**config.mk**
```make
export PLATFORM = sky130hd
export DESIGN_NAME = pport_regs
export DESIGN_NICKNAME = d
export VERILOG_FILES = /design/src/rtl/pport_regs.sv
export SDC_FILE = /design/constraint.sdc
export NUM_CORES = 1
export LEC_CHECK = 0
export BUFFER_PORTS_ARGS = -buffer_cell sky130_fd_sc_hd__buf_4
export CAP_MARGIN = 20
export CORE_ASPECT_RATIO = 0.7
export CORE_MARGIN = 2
export CORE_UTILIZATION = 35
export DETAILED_ROUTE_END_ITERATION = 12
export SLEW_MARGIN = 20
export SYNTH_ARGS = -nofsm -noshare
export SYNTH_HDL_FRONTEND = slang
export SYNTH_SLANG_ARGS = --single-unit
```
**constraint.sdc**
```tcl
create_clock -name clk -period 1.24 [get_ports clk]
set_input_delay 0.186 -clock clk [delete_from_list [all_inputs] [get_ports clk]]
set_output_delay 0.186 -clock clk [all_outputs]
set_load 0.005 [all_outputs]
```
**src/rtl/pport_regs.sv**
```systemverilog
module pport_regs #(
  parameter int SYNC_STAGES = 2
) (
  input  logic       clk,
  input  logic       rst_n,
  input  logic [1:0] addr,
  input  logic       wr_en,
  input  logic       rd_en,
  input  logic [7:0] wdata,
  output logic [7:0] rdata,
  input  logic       ext_mode,
  input  logic [7:0] pd_in,
  output logic [7:0] pd_out,
  output logic       pd_oe,
  input  logic       busy_in,
  input  logic       ack_n_in,
  input  logic       perr_in,
  input  logic       sel_in,
  input  logic       fault_n_in,
  output logic       strobe_n,
  output logic       autofd_n,
  output logic       selectin_n,
  output logic       init_n,
  output logic       irq
);
  localparam int NIN = 13;

  logic [7:0]     data_q;
  logic [5:0]     ctrl_q;
  logic [NIN-1:0] sync_q [SYNC_STAGES];
  logic [NIN-1:0] raw, synced;
  logic           ack_prev;
  logic [7:0]     status;

  assign raw    = {busy_in, ack_n_in, perr_in, sel_in, fault_n_in, pd_in};
  assign synced = sync_q[SYNC_STAGES-1];

  always_ff @(posedge clk or negedge rst_n) begin
    if (!rst_n) begin
      for (int i = 0; i < SYNC_STAGES; i++) sync_q[i] <= '0;
    end else begin
      sync_q[0] <= raw;
      for (int i = 1; i < SYNC_STAGES; i++) sync_q[i] <= sync_q[i-1];
    end
  end

  always_ff @(posedge clk or negedge rst_n) begin
    if (!rst_n) begin
      data_q   <= '0;
      ctrl_q   <= '0;
      ack_prev <= 1'b0;
      irq      <= 1'b0;
    end else begin
      if (wr_en && addr == 2'd0) data_q <= wdata;
      if (wr_en && addr == 2'd2) ctrl_q <= wdata[5:0];
      ack_prev <= synced[11];
      irq      <= ctrl_q[4] && synced[11] && !ack_prev;
    end
  end

  assign status = {~synced[12], synced[11:8], 3'b000};

  always_comb begin
    rdata = 8'h00;
    unique case (addr)
      2'd0:    rdata = synced[7:0];
      2'd1:    rdata = status;
      2'd2:    rdata = {2'b00, ctrl_q};
      default: rdata = 8'h00;
    endcase
  end

  assign pd_out     = data_q;
  assign pd_oe      = ~(ext_mode & ctrl_q[5]);
  assign strobe_n   = ~ctrl_q[0];
  assign autofd_n   = ~ctrl_q[1];
  assign init_n     =  ctrl_q[2];
  assign selectin_n = ~ctrl_q[3];

  logic unused_rd;
  assign unused_rd = rd_en;


  data_write_chk: assert property (@(posedge clk) disable iff (!rst_n)
    (wr_en && addr == 2'd0) |=> pd_out == $past(wdata));


  ctrl_write_chk: assert property (@(posedge clk) disable iff (!rst_n)
    (wr_en && addr == 2'd2) |=> (strobe_n == !$past(wdata[0]) && init_n == $past(wdata[2])));


  irq_enable_chk: assert property (@(posedge clk) disable iff (!rst_n)
    irq |-> $past(ctrl_q[4]));


  irq_pulse_chk: assert property (@(posedge clk) disable iff (!rst_n)
    irq |=> !irq);


  status_write_chk: assert property (@(posedge clk) disable iff (!rst_n)
    (wr_en && addr == 2'd1) |=> ($stable(pd_out) && $stable(strobe_n) && $stable(pd_oe)));
endmodule

```
-- Word-level counts from Yosys, hierarchy flattened
Index checks and enable logic that the tools add are counted.
- memories kept: 0
- latch bits: 0
- bits in read-only memories: 0
- memory bits (writable): 0
- bits in registers: 42
- bits of input ports: 28
- reductions and logical operators: 6
- add/sub/neg operators: 0
- divide/modulo/power cells: 0
- shift-type cells: 0
- magnitude comparators: 0
- bitwise gates (word level): 6
- $mul: 0
- equal/unequal tests: 2
- mux-type cells: 1
- operators by type and width (operator ; number):
    8-bit one-hot mux with 3 select lines ; 1
    1-bit inverter ; 5
    1-bit logical AND ; 4
    2-bit by 1-bit equality test with 1-bit output (second input constant) ; 1
    2-bit equality test (second input constant) ; 1
    2-bit logical NOT ; 1
    1-bit bitwise AND ; 1
    1-bit logical NOT ; 1

-- Longest topological paths before layout
- depth in word-level cells: 2
- mapped depth: 3
- mapped depth without buffers: 2

-- Worst setup path after synthesis
OpenSTA, ideal clock, no wires.
- path type: input to register
- from: in addr[1]
- to: reg data_q[0] (netlist: pd_out[0])
- setup slack: 0.231 ns
- arrival time: 0.884 ns
- stages: 2
- path buffers: 0
- library setup time: 0.125 ns
- path through: nor3b_4 -> mux2_2
- longest elaborated chain between the ends: 2
- ends and longest elaborated chain (what ; RTL line ; text):
    start: declaration ; 6 ; input logic [1:0] addr,
    2-bit logical NOT ; 54 ; if (wr_en && addr == 2'd0) data_q <= wdata;
    1-bit logical AND ; 54 ;
    end signal: assignment ; 54 ;
    end: declaration ; 28 ; logic [7:0] data_q;
Every way passes these cells.
A chain may end at the register's enable or synchronous reset.

-- Worst setup path after layout
- from: reg sync_q, in the netlist synced[8]
- to: out rdata[3]
- longest elaborated chain between the ends: 1
- ends and longest elaborated chain (what ; RTL line ; text):
    start: declaration ; 30 ; logic [NIN-1:0] sync_q [SYNC_STAGES];
    8-bit one-hot mux with 3 select lines ; 65 ; unique case (addr)
    end: declaration ; 10 ; output logic [7:0] rdata,
Every way passes these cells.

==> results.md <==
- # diodes: 0
- HP Start: wdata[7]
- Setup ws final: -0.00423 ns
- DRT iter0 DRCs: 34
- CORE AREA: 0.00390 mm2
- DRC viols: 0
- Vias per inst: 4.27
- Maximum root-to-sink buffer count: 2
- Slew at the pin closest to its max-slew limit: 0.512 ns
- Slowest stage delay, CP: approximately 0.39 ns
- Critical path endpoint: rdata[3]
- Data arrival, critical path: 1.06 ns
- Worst r2r path cells: 3
- Slew Limit Headroom: 0.659
- Global-route wire length before repair: 4.29 mm
- WP depth: 3
- Die area: 0.00458 mm2
- YS warnings: 0
- # rows: 19
- Power per standard cell area: 1440 mW/mm2
- Clk_lat worst skew: approximately 0.28 ns
- Antenna violations before repair: 0
- Setup Skew: 0.00327 ns
- Mapped Area: 0.00142 mm2
- Final setup fails: 2
- Peak supply drop: 0.802 mV
- RSZ-0062 raised after global routing: true
- DRT Pass-1 Iters: 4
- Startpoint Class: register
- Worst Setup SP: synced[8]$_DFF_PN0_
- CP Buf/Inv Count: 1
- Crit-path max FO: 1
- Sink Count: 42
- Cell Area, Placed: ~0.0019 mm2
- Post-synthesis register bit count: 42
- Fin. Hold Viols: 0
- Seq/Total Area, Yosys: 0.741
- Crit Path Class: register to primary output
- Worst EP required: 1.05 ns
- CTS tree: yes
- Slew Limit Fails: 0
- Vias in the first global route: slightly above 900
- Overall Global Routing Usage: 0.129
- F_max: 804 MHz
- Root Driver: clkbuf_8
- Gr ovfl total: 0
- Layout cell share with drive strength beyond 1: 0.509
- Gp weighted congestion: 0.758
- Slowest CP cell: dfrtp_1
- Final core utilization: 0.562
- Vias post-DR: 900
- Critical R2R Capture: ctrl_q[2]$_DFFE_PN0P_
- H-tree lvl count: 2
- Status: complete, but fails checks
- Pwr Total: 0.00315 W
- Final Critical Period: 1.24 ns
- Yosys cell types: 14
- Setup_tns: -0.00560 ns
- Nets@finish: 186
- Die X: around 80 um
- Top delay family on crit path: flip-flops
- Starting Density: 0.364
- Worst path cell trace: mux2i_2, o2bb2ai_1, buf_4
- Post-Syn Instances: 84
- Final ANT Viol Nets: 0
- CP endpoint kind: primary output
- Pin count of the biggest net entering global routing: 43
- Clock transition at path regs: 0.08 ns
- Num CTS Buffers: 5
- Syn nets: around 110
- Top Ports: 50
- Synthesis-to-layout area growth: 54.6%
- Reg2Reg Launch Point: ctrl_q[2]$_DFFE_PN0P_
- Leak: roughly 1.0 nW
- Period utilization: 1.00
- Min-Delay Path Class: input pin to register
- Routed WL: approximately 2.7 mm
- # port buffers: between 40 and 50
- Syn Area/Cell: 16.9 um2
- Routed wire per std cell: approximately 13 um
- Die height: 57.2 um
- Design Area, Final: 0.00219 mm2
- Failing checks: setup timing
- # Max-Cap Violations: 0
- Worst reg2reg setup slack: 0.23 ns
==> worst min path at each step <==
stage | endpoint | slack (ns) | cells past startpoint
after floorplan | ack_prev$_DFF_PN0_ | -0.11 | 0
after global placement | synced[11]$_DFF_PN0_ | 0.18 | 1
after detailed placement | irq$_DFF_PN0_ | 0.20 | 1
after CTS | sync_q[23]$_DFF_PN0_ | 0.003 | 1
after global routing | pd_out[6]$_DFFE_PN0P_ | 0.13 | 2
final | pd_out[7]$_DFFE_PN0P_ | 0.13 | 2
==> metrics by stage <==
stage	cells	hold slack, ns	worst slack, ns
after floorplan	84	-0.110	0.231
after global placement	185	0.184	0.0880
after detailed placement	185	0.197	0.0725
after CTS	208	0.00328	-0.0331
after global routing	211	0.128	-0.0729
final	211	0.133	-0.00423
==> synth_stat cells <==
library cell / n / area [um2]
nor2_1: 5 / 18.8
nand2_1: 2 / 7.51
nor3b_4: 1 / 18.8
nand3b_4: 1 / 20.0
buf_4: 1 / 7.51
nand2b_1: 2 / 12.5
nor2b_1: 1 / 6.26
mux2_2: 14 / 158
dfrtp_1: 42 / 1050
o2bb2ai_1: 3 / 26.3
buf_2: 1 / 5.00
inv_1: 3 / 11.3
mux2i_1: 7 / 70.1
a21oi_1: 1 / 5.00
==> state kept, by name, indices dropped and copies added (netlist names) <==
signal / count
sync_q: 13
ctrl_q: 6
irq: 1
synced: 13
pd_out: 8
ack_prev: 1
==> area by class of cell <==
| cell class | count | area, um2 |
|---|---|---|
| fillers | 331 | 1710 |
| flip-flops and latches | 42 | 1050 |
| repair buffers | 69 | 589 |
| multi-input cells | 37 | 365 |
| clock buffers | 6 | 72.6 |
| well taps | 52 | 65.1 |
| clock inverters | 2 | 37.5 |
| inverters | 3 | 11.3 |
==> repair_timing <==
action	CTS	global route
gates resized for setup	1	6
pin swaps	2	3
endpoints found under the hold margin	54	1
hold buffers	13	1
setup buffers	2	2
setup endpoints to repair	5	8
==> per-layer routing <==
layer / track usage / wire length [um] / vias up
met5: 0 / 0 / -
met4: 0.0581 / 38 / 0
met3: 0.0506 / 244 / 4
met2: 0.186 / 1210 / 40
met1: 0.175 / 1240 / 426
li1: - / - / 430
==> logic make-up after synthesis <==
kind of cell / after synthesis / share of synthesized area
AOI/OAI and AO/OA: 4 / 0.0221
muxes: 21 / 0.161
and+or+nand+nor: 12 / 0.0591
buffers and inverters: 5 / 0.0168
DFF: 42 / 0.741
==> cells in the final DEF (no fill, tap or decap) <==
| cell type | netlist | routed |
|---|---|---|
| a21oi_4 | 0 | 1 |
| buf_12 | 0 | 2 |
| buf_4 | 1 | 50 |
| buf_6 | 0 | 3 |
| bufinv_16 | 0 | 1 |
| clkbuf_1 | 0 | 1 |
| clkbuf_8 | 0 | 5 |
| clkinvlp_4 | 0 | 1 |
| dfrtp_1 | 42 | 42 |
| dlygate4sd3_1 | 0 | 14 |
| inv_1 | 3 | 3 |
| mux2_2 | 14 | 14 |
| mux2i_1 | 7 | 6 |
| mux2i_2 | 0 | 1 |
| nand2_1 | 2 | 2 |
| nand2b_1 | 2 | 1 |
| nand2b_4 | 0 | 1 |
| nand3b_4 | 1 | 1 |
| nor2_1 | 5 | 5 |
| nor2b_1 | 1 | 1 |
| nor3b_4 | 1 | 1 |
| o2bb2ai_1 | 3 | 3 |
==> where the power goes <==
group	switching (W)	internal (W)	total, W
clock network	0.000441	0.000600	0.00104
logic	0.000187	0.000357	0.000544
registers	0.0000655	0.00150	0.00157
(Power assumes the default switching activity.)
